### src/rtl/frac_ctr_pkg.sv
package frac_ctr_pkg;
  localparam int ADDR_W = 5;
  typedef enum logic [ADDR_W-1:0] {
    A_CNT_LO = 5'h00,
    A_CNT_HI = 5'h04,
    A_STEP   = 5'h08,
    A_MOD    = 5'h0C
  } reg_addr_e;
endpackage

### src/rtl/frac_ratio_regs.sv
module frac_ratio_regs
  import frac_ctr_pkg::*;
#(
  parameter int FRAC_W   = 12,
  parameter int STEP_RST = 4,
  parameter int MOD_RST  = 25
) (
  input  logic              clk,
  input  logic              rst,
  input  logic              wr_en,
  input  logic [ADDR_W-1:0] wr_addr,
  input  logic [FRAC_W-1:0] wr_field,
  output logic [FRAC_W-1:0] step_q,
  output logic [FRAC_W-1:0] mod_q,
  output logic              ratio_wr
);
  logic hit_step, hit_mod;

  assign hit_step = wr_en && (wr_addr == A_STEP);
  assign hit_mod  = wr_en && (wr_addr == A_MOD);
  assign ratio_wr = hit_step || hit_mod;

  always_ff @(posedge clk) begin
    if (rst) begin
      step_q <= FRAC_W'(STEP_RST);
      mod_q  <= FRAC_W'(MOD_RST);
    end else begin
      if (hit_step) step_q <= wr_field;
      if (hit_mod)  mod_q  <= wr_field;
    end
  end

  // field takes the written low bits
  a_r7_step_takes_field: assert property (@(posedge clk) disable iff (rst)
    (wr_en && wr_addr == A_STEP) |=> step_q == $past(wr_field));
  a_r7_mod_takes_field: assert property (@(posedge clk) disable iff (rst)
    (wr_en && wr_addr == A_MOD) |=> mod_q == $past(wr_field));
endmodule

### src/rtl/frac_accum.sv
module frac_accum #(
  parameter int FRAC_W = 12
) (
  input  logic              clk,
  input  logic              rst,
  input  logic [FRAC_W-1:0] step,
  input  logic [FRAC_W-1:0] modulus,
  input  logic              clear,
  output logic              tick
);
  logic [FRAC_W-1:0] acc_q, acc_d;
  logic [FRAC_W:0]   sum;

  assign sum = {1'b0, acc_q} + {1'b0, step};

  always_comb begin
    acc_d = acc_q;
    tick  = 1'b0;
    if (clear) begin
      acc_d = '0;
    end else if (modulus == '0) begin
      acc_d = acc_q;
    end else if (step >= modulus) begin
      acc_d = '0;
      tick  = 1'b1;
    end else if (sum >= {1'b0, modulus}) begin
      acc_d = FRAC_W'(sum - {1'b0, modulus});
      tick  = 1'b1;
    end else begin
      acc_d = sum[FRAC_W-1:0];
    end
  end

  always_ff @(posedge clk) begin
    if (rst) acc_q <= '0;
    else     acc_q <= acc_d;
  end

  // remainder kept below a nonzero modulus
  a_r3_acc_below_mod: assert property (@(posedge clk) disable iff (rst)
    (modulus != '0) |-> acc_q < modulus);
  // ratio update restarts the remainder
  a_r6_clear_zeroes_acc: assert property (@(posedge clk) disable iff (rst)
    clear |=> acc_q == '0);
endmodule

### src/rtl/frac_count_rd.sv
module frac_count_rd
  import frac_ctr_pkg::*;
#(
  parameter int HALF_W = 32,
  parameter int DATA_W = 32,
  parameter int FRAC_W = 12
) (
  input  logic              clk,
  input  logic              rst,
  input  logic              tick,
  input  logic              rd_en,
  input  logic [ADDR_W-1:0] rd_addr,
  input  logic [FRAC_W-1:0] step,
  input  logic [FRAC_W-1:0] modulus,
  output logic [DATA_W-1:0] rd_data
);
  localparam int CNT_W = 2 * HALF_W;

  logic [CNT_W-1:0]  count_q;
  logic [HALF_W-1:0] shadow_q;

  always_ff @(posedge clk) begin
    if (rst) begin
      count_q  <= '0;
      shadow_q <= '0;
      rd_data  <= '0;
    end else begin
      count_q <= count_q + CNT_W'(tick);
      if (rd_en) begin
        case (rd_addr)
          A_CNT_LO: begin
            rd_data  <= DATA_W'(count_q[HALF_W-1:0]);
            shadow_q <= count_q[CNT_W-1:HALF_W];
          end
          A_CNT_HI: rd_data <= DATA_W'(shadow_q);
          A_STEP:   rd_data <= DATA_W'(step);
          A_MOD:    rd_data <= DATA_W'(modulus);
          default:  rd_data <= '0;
        endcase
      end
    end
  end

  // count leaves reset at zero
  a_r1_count_zero_after_reset: assert property (@(posedge clk)
    $fell(rst) |-> count_q == '0);
  // at most one step per clock
  a_r3_step_le_one: assert property (@(posedge clk) disable iff (rst)
    1'b1 |=> (count_q == $past(count_q)) || (count_q == $past(count_q) + 1'b1));
  // zero modulus freezes the count
  a_r5_zero_mod_holds: assert property (@(posedge clk) disable iff (rst)
    (modulus == '0) |=> $stable(count_q));
  // shadow moves only on a low-half read
  a_r8_shadow_hold: assert property (@(posedge clk) disable iff (rst)
    !(rd_en && rd_addr == A_CNT_LO) |=> $stable(shadow_q));
endmodule

### src/rtl/frac_rate_counter.sv
module frac_rate_counter
  import frac_ctr_pkg::*;
#(
  parameter int HALF_W   = 32,
  parameter int DATA_W   = 32,
  parameter int FRAC_W   = 12,
  parameter int STEP_RST = 4,
  parameter int MOD_RST  = 25
) (
  input  logic              clk,
  input  logic              rst,
  input  logic              wr_en,
  input  logic [4:0]        wr_addr,
  input  logic [DATA_W-1:0] wr_data,
  input  logic              rd_en,
  input  logic [4:0]        rd_addr,
  output logic [DATA_W-1:0] rd_data
);
  logic [FRAC_W-1:0] step_q, mod_q;
  logic              ratio_wr, tick;
  logic              unused_wr_hi;

  assign unused_wr_hi = ^wr_data[DATA_W-1:FRAC_W];

  frac_ratio_regs #(
    .FRAC_W(FRAC_W), .STEP_RST(STEP_RST), .MOD_RST(MOD_RST)
  ) u_regs (
    .clk(clk), .rst(rst), .wr_en(wr_en), .wr_addr(wr_addr),
    .wr_field(wr_data[FRAC_W-1:0]), .step_q(step_q), .mod_q(mod_q),
    .ratio_wr(ratio_wr)
  );

  frac_accum #(.FRAC_W(FRAC_W)) u_accum (
    .clk(clk), .rst(rst), .step(step_q), .modulus(mod_q),
    .clear(ratio_wr), .tick(tick)
  );

  frac_count_rd #(
    .HALF_W(HALF_W), .DATA_W(DATA_W), .FRAC_W(FRAC_W)
  ) u_count (
    .clk(clk), .rst(rst), .tick(tick), .rd_en(rd_en), .rd_addr(rd_addr),
    .step(step_q), .modulus(mod_q), .rd_data(rd_data)
  );
endmodule

### config.mk
export PLATFORM = sky130hd
export DESIGN_NAME = frac_rate_counter
export DESIGN_NICKNAME = d
export VERILOG_FILES = /design/src/rtl/frac_ctr_pkg.sv /design/src/rtl/frac_ratio_regs.sv /design/src/rtl/frac_accum.sv /design/src/rtl/frac_count_rd.sv /design/src/rtl/frac_rate_counter.sv
export SDC_FILE = /design/constraint.sdc
export NUM_CORES = 1
export LEC_CHECK = 0
export CAP_MARGIN = 20
export CELL_PAD_IN_SITES_DETAIL_PLACEMENT = 2
export CELL_PAD_IN_SITES_GLOBAL_PLACEMENT = 2
export CORE_AREA = 2 2 169 171
export CTS_BUF_LIST = sky130_fd_sc_hd__clkbuf_2
export DETAILED_ROUTE_END_ITERATION = 6
export DIE_AREA = 0 0 171 173
export PLACE_DENSITY = 0.69
export SYNTH_ARGS = -nofsm -noshare
export SYNTH_HDL_FRONTEND = slang
export SYNTH_SLANG_ARGS = --single-unit
### constraint.sdc
create_clock -name clk -period 6.5 [get_ports clk]
set_input_delay 1.95 -clock clk [delete_from_list [all_inputs] [get_ports clk]]
set_output_delay 1.95 -clock clk [all_outputs]
set_load 0.02 [all_outputs]
# Yosys cells after proc, flatten, opt, wreduce, memory -nomap -nowiden
# Index checks and enable logic that the tools add are counted.
dict set report word_totals {
  word_cells 30
  reg_bits 164
  output_inout_bits 32
  ram_bits 0
  memories 0
  input_bits 46
  mem_bits_ro 0
  latch_bits 0
}
dict set report classes {
  n_reduce_logical 7
  add_sub_neg 3
  div 0
  muxes 7
  bitwise_logic 0
  mul 0
  eq_ne 5
  order_cmp 2
  shifts 0
}
# op count
set op_table {}
lappend op_table {{32-bit one-hot mux with 4 select lines} 1}
lappend op_table {{64-bit by 1-bit adder with 64-bit output} 1}
lappend op_table {{12-bit 2-to-1 mux} 2}
lappend op_table {{5-bit by 4-bit == test with 1-bit output (second input constant)} 4}
lappend op_table {{12-bit by 12-bit adder with 13-bit output} 1}
lappend op_table {{13-bit by 12-bit >= comparator with 1-bit output} 1}
lappend op_table {{12-bit >= comparator} 1}
lappend op_table {{12-bit zero test} 1}
lappend op_table {{12-bit subtractor} 1}
lappend op_table {{5-bit by 3-bit == test with 1-bit output (second input constant)} 1}
lappend op_table {{5-bit zero test} 1}
lappend op_table {{1-bit 2-to-1 mux} 4}
lappend op_table {{1-bit logical AND} 2}
lappend op_table {{2-bit AND reduction} 1}
lappend op_table {{2-bit OR reduction} 1}
lappend op_table {{1-bit logical OR} 1}

# Logic depth before layout (Yosys ltp)
dict set report logic_depth {
  ltp_word 7
  depth_mapped 28
  depth_no_buf 24
}

# Modules after synthesis
# Synthesis repeated with hierarchy kept, for this count alone.
dict set report hier_totals {
  cells_unflattened 1025
  area_unflattened_um2 8579.5
}
# mod instances area_each_um2 seq_area_each_um2 cells_each
set modules_own_cells {}
lappend modules_own_cells {frac_count_rd 1 5612.9 2562.5 674}
lappend modules_own_cells {frac_accum 1 1936.9 240.2 241}
lappend modules_own_cells {frac_ratio_regs 1 1029.7 480.5 110}

# Worst setup path after synthesis
# No wires, ideal clock.
dict set report synth_path {
  path_kind {reg2reg}
  start {register u_regs.step_q[0]}
  end {register u_count.count_q[48]}
  n_path_buf 4
  setup_time_ns 0.070
  stages_incl_launch_ff 28
  path_slack_ns 1.290
  arrival_ns 5.140
  synth_period_minus_slack_ns 5.210
  t_required_ns 6.430
  cell_sequence {dfxtp_1 ha_1 inv_1 fa_1 nand2b_1 a21oi_1 a211oi_1 o21ai_0 xor2_1 ha_1 nand3_1 nor3_1 nor2_1 a31oi_1 nor4_1 buf_2 nor2b_1 nor3_1 ha_1 ha_1 and4_1 buf_2 and4_1 buf_2 or4b_1 buf_6 or3_1 a21oi_1}
}
dict set report synth_via {
  elab_chain_len 7
  word_cells_on_any_way 8
  classes_between {add/sub (2); order compare (2); mux (4)}
}
# item line_no
set synth_lines {}
lappend synth_lines {{start: declaration} frac_ratio_regs.sv:13} ;# output logic [FRAC_W-1:0] step_q,
lappend synth_lines {{start signal: assignment} frac_ratio_regs.sv:25} ;# step_q <= FRAC_W'(STEP_RST);
lappend synth_lines {{start signal: assignment} frac_ratio_regs.sv:28} ;# if (hit_step) step_q <= wr_field;
lappend synth_lines {{12-bit by 12-bit adder with 13-bit output} frac_accum.sv:14} ;# assign sum = {1'b0, acc_q} + {1'b0, step};
lappend synth_lines {{13-bit by 12-bit >= comparator with 1-bit output} frac_accum.sv:26} ;# end else if (sum >= {1'b0, modulus}) begin
lappend synth_lines {{1-bit 2-to-1 mux} frac_accum.sv:26}
lappend synth_lines {{1-bit 2-to-1 mux *} frac_accum.sv:23} ;# end else if (step >= modulus) begin
lappend synth_lines {{1-bit 2-to-1 mux *} frac_accum.sv:21} ;# end else if (modulus == '0) begin
lappend synth_lines {{1-bit 2-to-1 mux *} frac_accum.sv:19} ;# if (clear) begin
lappend synth_lines {{64-bit by 1-bit adder with 64-bit output *} frac_count_rd.sv:28} ;# count_q <= count_q + CNT_W'(tick);
lappend synth_lines {{end signal: assignment} frac_count_rd.sv:28}
lappend synth_lines {{end: declaration} frac_count_rd.sv:19} ;# logic [CNT_W-1:0] count_q;
# Mark *: on every way between the ends. The rest lies on a longest branch, timed or not.
# A chain may end at the register's enable or synchronous reset.

# Final worst setup path
dict set report layout_path {
  start {register u_regs.step_q[0]}
  end {register u_count.count_q[59]}
}
# The elaborated chain is that of the path after synthesis.

==> results.txt <==
Core area: 27600 um^2
Dpl hpwl: 18500 um
Synthesized area: 8220 um^2
Most frequent cell after synthesis: dfxtp_1
WP buf/inv: 1
Power Dens Cells: 243 nW/um^2
Most common cell on crit path: ha_1
Setup TNS: 0 ns
H-tree levels: 4
Worst R2R Path Depth: 23
Max FO, Critical Path: 6
First-pass GRT wire length: 41200 um
Top Ports: 78
Hold-critical path depth: 2
DRT Pass-1 Iters: 4
Worst skew pair latency: 0.76 ns
Unrepaired setup endpoints after global routing: no
Reg-to-Reg End: u_count.count_q[59]
Final core utilization: 0.342
Cell variety after synth: 61
Num rows: 61
Share of layout cells above drive strength 1: 0.0663
DR top layer: met4
Worst path cell trace: ha_1 -> inv_1 -> fa_1 -> nand2b_1 -> a21oi_1 -> a211oi_1 -> o21ai_0 -> xor2_1 -> ha_1 -> nand3_1 -> nor3_1 -> nor2_1 -> a31oi_1 -> nor4_2 -> nor2b_1 -> nor3_1 -> ha_1 -> and3_1 -> and3_1 -> nand4_1 -> or4_1 -> or3_1 -> a21oi_1
Slew HR: 0.391
GRT overflow: 0
DRC: 0
Post-synth EDFFs: 0
Critical path's slowest cell: or4_1
Hold Path End: u_count.shadow_q[28]
Async set-reset flop share out of synthesis: 0
WL met1: 12700 um
CTS resizes: 0
Maximum clock rate: 169 MHz
DRT iter0 DRCs: 349
Critical Path Start Type: flip-flop
Cell family with most CP delay: simple AND/OR/NAND/NOR gates
Hold Crit Class: reg2reg
Post-DR wirelength/cell: 17.5 um
Worst Setup End Kind: flip-flop
Top cells by area, synth: dfxtp_1 40%, a21oi_1 6.5%, nor2_1 6.4%, nand2_1 6.3%, ha_1 5.8%
Setup violations, final: 0
Die span in x: 171 um
Vias/cell: 4.97
Met2 wire length: 11600 um
GRT Total Usage: 0.175
Crit path time final: 5.91 ns
Syn nets: 1086
Nets: 1129
CTS sink count: 164
Synth Flop Type: dfxtp_1
Initial cell density of the core: 0.297
Root Driver: clkbuf_2
Slowest stage delay, CP: 0.71 ns
Mean area per synthesized cell: 8.22 um^2
Min-delay src: u_count.count_q[60]
CTS Buf Count: 17
Synth Register Bits: 164
PortBufs: 57
Max Buffers Root-to-Sink: 2
ANT nets after route: 0
Fin crit share: 0.910
Vias in the first global route: 7626
Met3 routed WL: 649 um
Via count: 7127
Synth cell count leaders: 164 x dfxtp_1, 141 x nor2_1, 139 x nand2_1, 106 x a21oi_1, 44 x a22oi_1
Critical path type: reg2reg
Leakage: 0.00325 uW
Initial antenna violation count: 1
Synth top area share: 0.399
Fin. max-slew vios: 0
Worst VDD drop: 92.4 uV
RR Startpoint: u_regs.step_q[0]
Number of max-cap violations: 0
TritonCTS clock tree: built
Gpl congestion: 0.809
Total Power: 2300 uW
Final WL: 25100 um
Hold-fix buffers, CTS: 0
Post-Synthesis Cells: 1000
Area grow syn2layout: 15.0%
Arrival time at the worst endpoint: 6.58 ns
Clk_skew: 0.0481 ns
Clock-pin slew on the worst setup and hold paths: 0.31 ns
Cell taking the most area after synthesis: dfxtp_1
Flop-to-flop setup slack: 0.59 ns
Fin. Hold Viols: 0
Post-CTS Setup Bufs: 0
Sequential fraction of the synthesis area: 0.399
Die area: 29600 um^2
Largest net degree at the start of global routing: 80
Die Y: 173 um
Worst slew pin tran: 0.914 ns
Req. time, crit path: 7.17 ns
Run status: finished clean
Ys Warns: 0
how the worst max path moves through the flow:
stage,from,depth (start not counted),end,slack (ns)
after floorplan,u_regs.step_q[0],27,u_count.count_q[48],1.29
after global placement,u_regs.step_q[0],23,u_count.count_q[55],0.70
after detailed placement,u_regs.step_q[0],23,u_count.count_q[55],0.61
after CTS,u_regs.step_q[0],23,u_count.count_q[59],0.51
after global routing,u_regs.step_q[0],23,u_count.count_q[59],0.02
final,u_regs.step_q[0],23,u_count.count_q[59],0.59
cell usage in the layout, fill, tap and decap left out, drive strengths merged, types with 3 or more instances in the layout:
cell	n
clkbuf	17
xnor2	40
nor3	18
and4	9
and3	12
clkinv	7
ha	38
a21o	7
clkdlybuf4s50	56
nand2	139
and2	4
xor2	33
inv	37
nor4	7
a211oi	4
nor2	141
nor3b	3
nand2b	7
buf	17
mux2i	20
a21oi	106
nand4	16
a22oi	44
o211ai	3
o21ai	26
or3	8
nor2b	12
nand3b	4
mux2	3
dfxtp	164
nand3	23
o21a	4
or4	3
power by group:
group	total, uW	switching (uW)	internal (uW)
logic	644	354	291
registers	1080	25.9	1050
clock network	579	448	131
total	2300	828	1470
tightest hold or removal path: stages, from the launching register on:
cell and delay (ns):
dfxtp_1 0.40, nand2_1 0.06, a21oi_1 0.05
state kept, by name (all words and copies together), names as in the netlist:
register and count:
u_regs.mod_q 12, u_count.count_q 64, u_count.shadow_q 32, u_count.rd_data 32, u_accum.acc_q 12, u_regs.step_q 12
layout make-up:
class / count / area (um^2)
Fill cell: 3225 / 18200
Multi-Input combinational cell: 758 / 4630
Sequential cell: 164 / 3280
Timing Repair Buffer: 73 / 708
Tap cell: 378 / 473
Clock inverter: 15 / 161
Inverter: 29 / 109
Clock buffer: 17 / 85.1
Antenna cell: 1 / 2.50
per-stage QoR:
stage	hold WS, ns	setup WS (ns)	instance area (um^2)	instances
2_1_floorplan	0.429	1.29	8220	1000
3_3_place_gp	0.445	0.698	9180	1401
3_5_place_dp	0.451	0.607	9200	1402
4_1_cts	0.464	0.514	9450	1434
5_1_grt	0.492	0.0230	9450	1435
6_report	0.469	0.588	9450	1435
per-layer routing:
metal,global-route usage,vias up
li1,-,3546
met1,0.246,3519
met2,0.287,56
met3,0.0272,6
met4,0.0286,0
met5,0,-
kinds of logic (layout without fill, tap and decap cells):
group | count (synthesis) | in the layout | share of synthesized area
mux | 23 | 23 | 0.0285
xor+xnor | 73 | 73 | 0.0778
flops | 164 | 164 | 0.399
simple gates | 412 | 412 | 0.239
compound gates | 210 | 210 | 0.153
fa+ha+maj | 40 | 40 | 0.0627
other cells | 0 | 1 | 0
buf+inv | 78 | 134 | 0.0390
Note: power is estimated with default switching activity, not from simulation.
